File: src/rtl/flash_status_engine.sv
module flash_status_engine #(
  parameter int AW = 6,
  parameter int DW = 8,
  parameter int FILT = 3,
  parameter int PROG_CYCLES = 2500,
  parameter int ERASE_CYCLES = 750000000
) (
  input  logic          clk,
  input  logic          rst_n,
  input  logic          ce_n,
  input  logic          oe_n,
  input  logic          we_n,
  input  logic          op_erase,
  input  logic [AW-1:0] addr,
  input  logic [DW-1:0] wdata,
  input  logic [AW-1:0] sec_lo,
  input  logic [AW-1:0] sec_hi,
  input  logic          rd,
  output logic [DW-1:0] rdata,
  output logic          busy
);
  localparam int DEPTH = 1 << AW;
  localparam int MAXC  = (PROG_CYCLES > ERASE_CYCLES) ? PROG_CYCLES : ERASE_CYCLES;
  localparam int CW    = $clog2(MAXC + 1);
  localparam int FW    = $clog2(FILT + 1);

  logic [DW-1:0] mem [DEPTH];
  logic [FW-1:0] gcnt;
  logic [CW-1:0] cnt;
  logic          is_erase, tog;
  logic [AW-1:0] la, lo, hi;
  logic [DW-1:0] ld, view;

  wire qual  = ~ce_n & oe_n & ~we_n;
  wire start = qual && (gcnt == FW'(FILT - 1)) && !busy;

  always_ff @(posedge clk) begin
    if (!rst_n)          gcnt <= '0;
    else if (!qual)      gcnt <= '0;
    else if (gcnt != FW'(FILT)) gcnt <= gcnt + 1'b1;
  end

  always_comb begin
    view = mem[addr];
    if (busy) begin
      view[6] = tog;
      if (!is_erase && addr == la) view[7] = ~ld[7];
    end
  end

  always_ff @(posedge clk) begin
    if (!rst_n) begin
      busy <= 1'b0; cnt <= '0; is_erase <= 1'b0; tog <= 1'b0;
      la <= '0; lo <= '0; hi <= '0; ld <= '0; rdata <= '0;
      for (int i = 0; i < DEPTH; i++) mem[i] <= '1;
    end else begin
      if (rd) begin
        rdata <= view;
        if (busy) tog <= ~tog;
      end
      if (start) begin
        busy <= 1'b1; is_erase <= op_erase;
        la <= addr; ld <= wdata; lo <= sec_lo; hi <= sec_hi;
        cnt <= op_erase ? CW'(ERASE_CYCLES - 1) : CW'(PROG_CYCLES - 1);
      end else if (busy) begin
        if (cnt == '0) begin
          busy <= 1'b0;
          if (is_erase) begin
            for (int i = 0; i < DEPTH; i++)
              if (AW'(i) >= lo && AW'(i) <= hi) mem[i] <= '1;
          end else begin
            mem[la] <= mem[la] & ld;
          end
        end else begin
          cnt <= cnt - 1'b1;
        end
      end
    end
  end
endmodule

File: config.mk
export PLATFORM = sky130hd
export DESIGN_NAME = flash_status_engine
export DESIGN_NICKNAME = d
export VERILOG_FILES = /design/src/rtl/flash_status_engine.sv
export SDC_FILE = /design/constraint.sdc
export NUM_CORES = 1
export LEC_CHECK = 0
export BUFFER_PORTS_ARGS = -buffer_cell sky130_fd_sc_hd__buf_4
export CORE_MARGIN = 2
export CORE_UTILIZATION = 35
export CTS_CLUSTER_DIAMETER = 60
export DETAILED_ROUTE_END_ITERATION = 6
export GPL_TIMING_DRIVEN = 0
export PLACE_DENSITY = 0.57
export SLEW_MARGIN = 20
export SYNTH_ARGS = -nofsm -noshare
export SYNTH_HDL_FRONTEND = slang
export SYNTH_SLANG_ARGS = --single-unit
File: constraint.sdc
create_clock -name clk -period 4.2 [get_ports clk]
set_clock_uncertainty 0.15 [all_clocks]
set_input_delay 0.63 -clock clk [delete_from_list [all_inputs] [get_ports clk]]
set_output_delay 0.63 -clock clk [all_outputs]
set_load 0.1 [all_outputs]
==> results.yml <==
floorplanning:
  die_area_mm2: 0.0910
  core_area_mm2: 0.0881
  initial_core_util_pct: 35.2
  fp.dieH_um: 302
  rows: 109
  fp.dieW_um: 302
  io_pins: 42
setup_path:
  endpoint_kind: "flop"
  worstPathArrival_ps: 4690
  worstSetupPathType: "primary input to flop"
  cp_slowest_stage_delay_ps: 890
  crit_path_cell_trace: "clkbuf_2 > clkdlybuf4s15_1 > clkbuf_1 > mux4_2 > a22oi_1 > a21oi_1 > nor4_1 > o21ai_0"
  slowest_stage: "clkdlybuf4s15_1"
  path_delay_family: "buffers and inverters"
  startpoint_type: "primary input"
  timing.critical_path.required_ps: 4550
  crit_buf_inv: 3
  crit_fanout: 10
grt:
  grt_pass1_wl_mm: 179
  grt.total_usage_pct: 28.4
  grt_pass1_vias: 23170
  grt_max_degree: 14
  grt-ovfl-total: 0
  antenna_found_initial: 6
timing:
  tightest_slew_ps: 1260
  setup_viol: 3
  setup_tns_ps: -304
  timing.final.max_slew_violations: 0
  relSlewSlack_pct: 16.0
  holdWs_ps: 115
  hold_viol: 0
  timing.final.crit_share_pct: 103
  rsz0062_at_grt: "yes"
  period_minus_slack_ps: 4340
  fin_ws_ps: -141
  fmax_mhz: 230
placement:
  place_congestion: 0.971
  hpwl_mm: 94.3
  pre_cts_ws_ps: -1200
  dp.cells: 3551
  place.port_buffers: 37
  place_area_mm2: 0.0329
final_layout:
  fin_util_pct: 41.4
  syn_to_final_growth_pct: 17.6
  postLayoutCellArea_mm2: 0.0364
  final_cell_count_no_fill: 3748
  layout-drive-gt1-share_pct: 27.6
  fill_cells: 8214
  fin_nets: 2558
logic_synthesis:
  synth-edff-count: 512
  synth_area_mm2: 0.0310
  yosysUniqueCellTypes: 59
  async_flop_share_pct: 0
  ys_seq_elements: 587
  synth_nets: 2384
  syn_inst: 2347
  postSynthAreaPerCell_um2: 13.2
  synth-main-ff-cell: "edfxtp_1"
  synth_area_leaders: "edfxtp_1 (50%), mux4_2 (21%), nand2_1 (7.5%), dfxtp_1 (4.8%), a21oi_1 (1.6%)"
  yosysWarnings: 0
  synth_top_area_share_pct: 49.6
  synth_top_area_cell: "edfxtp_1"
  yosysSeqAreaShare_pct: 54.4
clock_network:
  clk_latency_ps: 650
  cts_buffers: 73
  path_clk_slew_ps: 60
  root_buffer: "clkbuf_16"
  cts-htree-levels: 3
  cts_tree: "built"
  cts_buffer_depth: 3
  cts.sinks: 587
power:
  leakage_nw: 9.46
  power_mw: 13.4
  pwr-share-seq_pct: 47.8
  power.density_mw_per_mm2: 367
  switching_share_pct: 23.7
  p_clk_share_pct: 46.6
  power.internal_mw: 10.2
  combPwrFrac_pct: 5.6
  vdd_drop_max_v: 0.000241
  switchingPower_mw: 3.17
drt:
  drc: 0
  drt_iter0_drc: 3563
  drt-total-wl_mm: 129
  viasPerCell: 6.39
  ant_nets: 0
  firstDrtPassIters: 6
  dr_total_vias: 23966
  routedWlPerCell_um: 34.5
flow_run:
  cap_violations: 0
outcome:
  run_status: "finished, violations left"
  violations: "setup timing"
min_path:
  hp-class: "primary input to flop"
kinds of logic after synthesis:
group           share of synthesized area (%)
buf+inv                                  2.88
mux                                      21.7
fa+ha+maj                               0.161
flops                                    54.4
xor+xnor                                0.791
simple gates                             14.0
compound gates                           5.95
path summary, 6_finish.rpt:
path | depth (start not counted) | to | slack, ps | start
worst min-delay path | 3 | hi[0] | 120 | sec_hi[0]
worst max register to register | 10 | mem[48][1] | 30 | flop
worst min register to register | 2 | cnt[13] | 330 | cnt[13]
worst max-delay path | 8 | rdata[0] | -140 | addr[2]
placed cells by master, fill, tap and decap left out, types with 11 or more instances in the layout:
cell type	instances
xor2_1	18
nor3_4	20
a211o_1	19
buf_1	15
nor2_1	52
buf_4	83
nand2b_1	12
edfxtp_1	512
or3_1	15
clkbuf_16	76
nand3_1	25
mux4_2	289
nand3b_1	30
nor3_1	16
clkbuf_2	29
buf_2	59
or2_2	11
o21ai_0	34
buf_12	20
clkbuf_1	100
clkinv_1	15
nor4_4	21
a21oi_1	101
dfxtp_1	75
nor2_4	20
nor3b_1	12
nor4_1	12
a31oi_1	13
a22oi_1	60
nand2_1	615
mux2i_1	14
metal layers:
layer | GRT usage (%) | part of all wire [%]
met1 | 38.2 | 38
met2 | 42.3 | 44
met5 | 0 | 0.037
met4 | 14.5 | 5.7
met3 | 7.36 | 13
layout make-up:
type	count	area, um^2	share of cell area [%]
Sequential cell	587	16900	46.3
Clock buffer	93	2000	5.48
Multi-Input combinational cell	1544	13800	37.8
Buffer	205	956	2.62
Clock inverter	38	342	0.938
Antenna cell	6	15.0	0.0412
Tap cell	1165	1460	4.00
Timing Repair Buffer	99	997	2.74
Inverter	11	41.3	0.113
registers in the layout, summed over array words and instances, names as in the netlist, named ones only:
signal,cells
is_erase,1
busy,1
mem,512
gcnt,2
ld,8
cnt,30
lo,6
rdata,8
la,6
tog,1
hi,6
worst min-delay path, cell delays in order:
cell and delay (ps):
buf_4 110, nand2_1 50, a21oi_1 50
cell usage after synthesis, types with 9 or more instances:
cell      number
a211o_1       28
o21ai_0       34
nor3_4        10
or2_2         11
mux2i_1       14
edfxtp_1     512
clkbuf_1     113
a211oi_1       9
inv_1         10
nor3b_1       12
nor3_2        10
nor2_1        66
a31oi_1       13
nor3_1        20
mux4_2       289
nor4_2        20
nor4_1        14
xnor2_1       10
buf_2         60
nor2_2        10
nand3b_1      30
or3_1         19
nand2b_1      12
a21oi_1      101
nand2_1      617
a22oi_1       60
nand3_1       28
buf_1         31
xor2_1        18
dfxtp_1       75
power groups by stage:
stage               clock [mW]  sequential (mW)  combinational, mW
floorplan                    0             6.55              0.326
global placement             0             6.51              0.673
detailed placement           0             6.52              0.680
CTS                       6.25             6.39              0.707
global route              6.48             6.40              0.750
finish                    6.23             6.39              0.745
repair_timing:
action | in CTS | in global routing
hold buffers | 0 | 0
pin swaps | 14 | 12
gates resized for setup | 76 | 51
setup endpoints to repair | 958 | 394
setup buffers | 39 | 20
(Power assumes the default switching activity.)
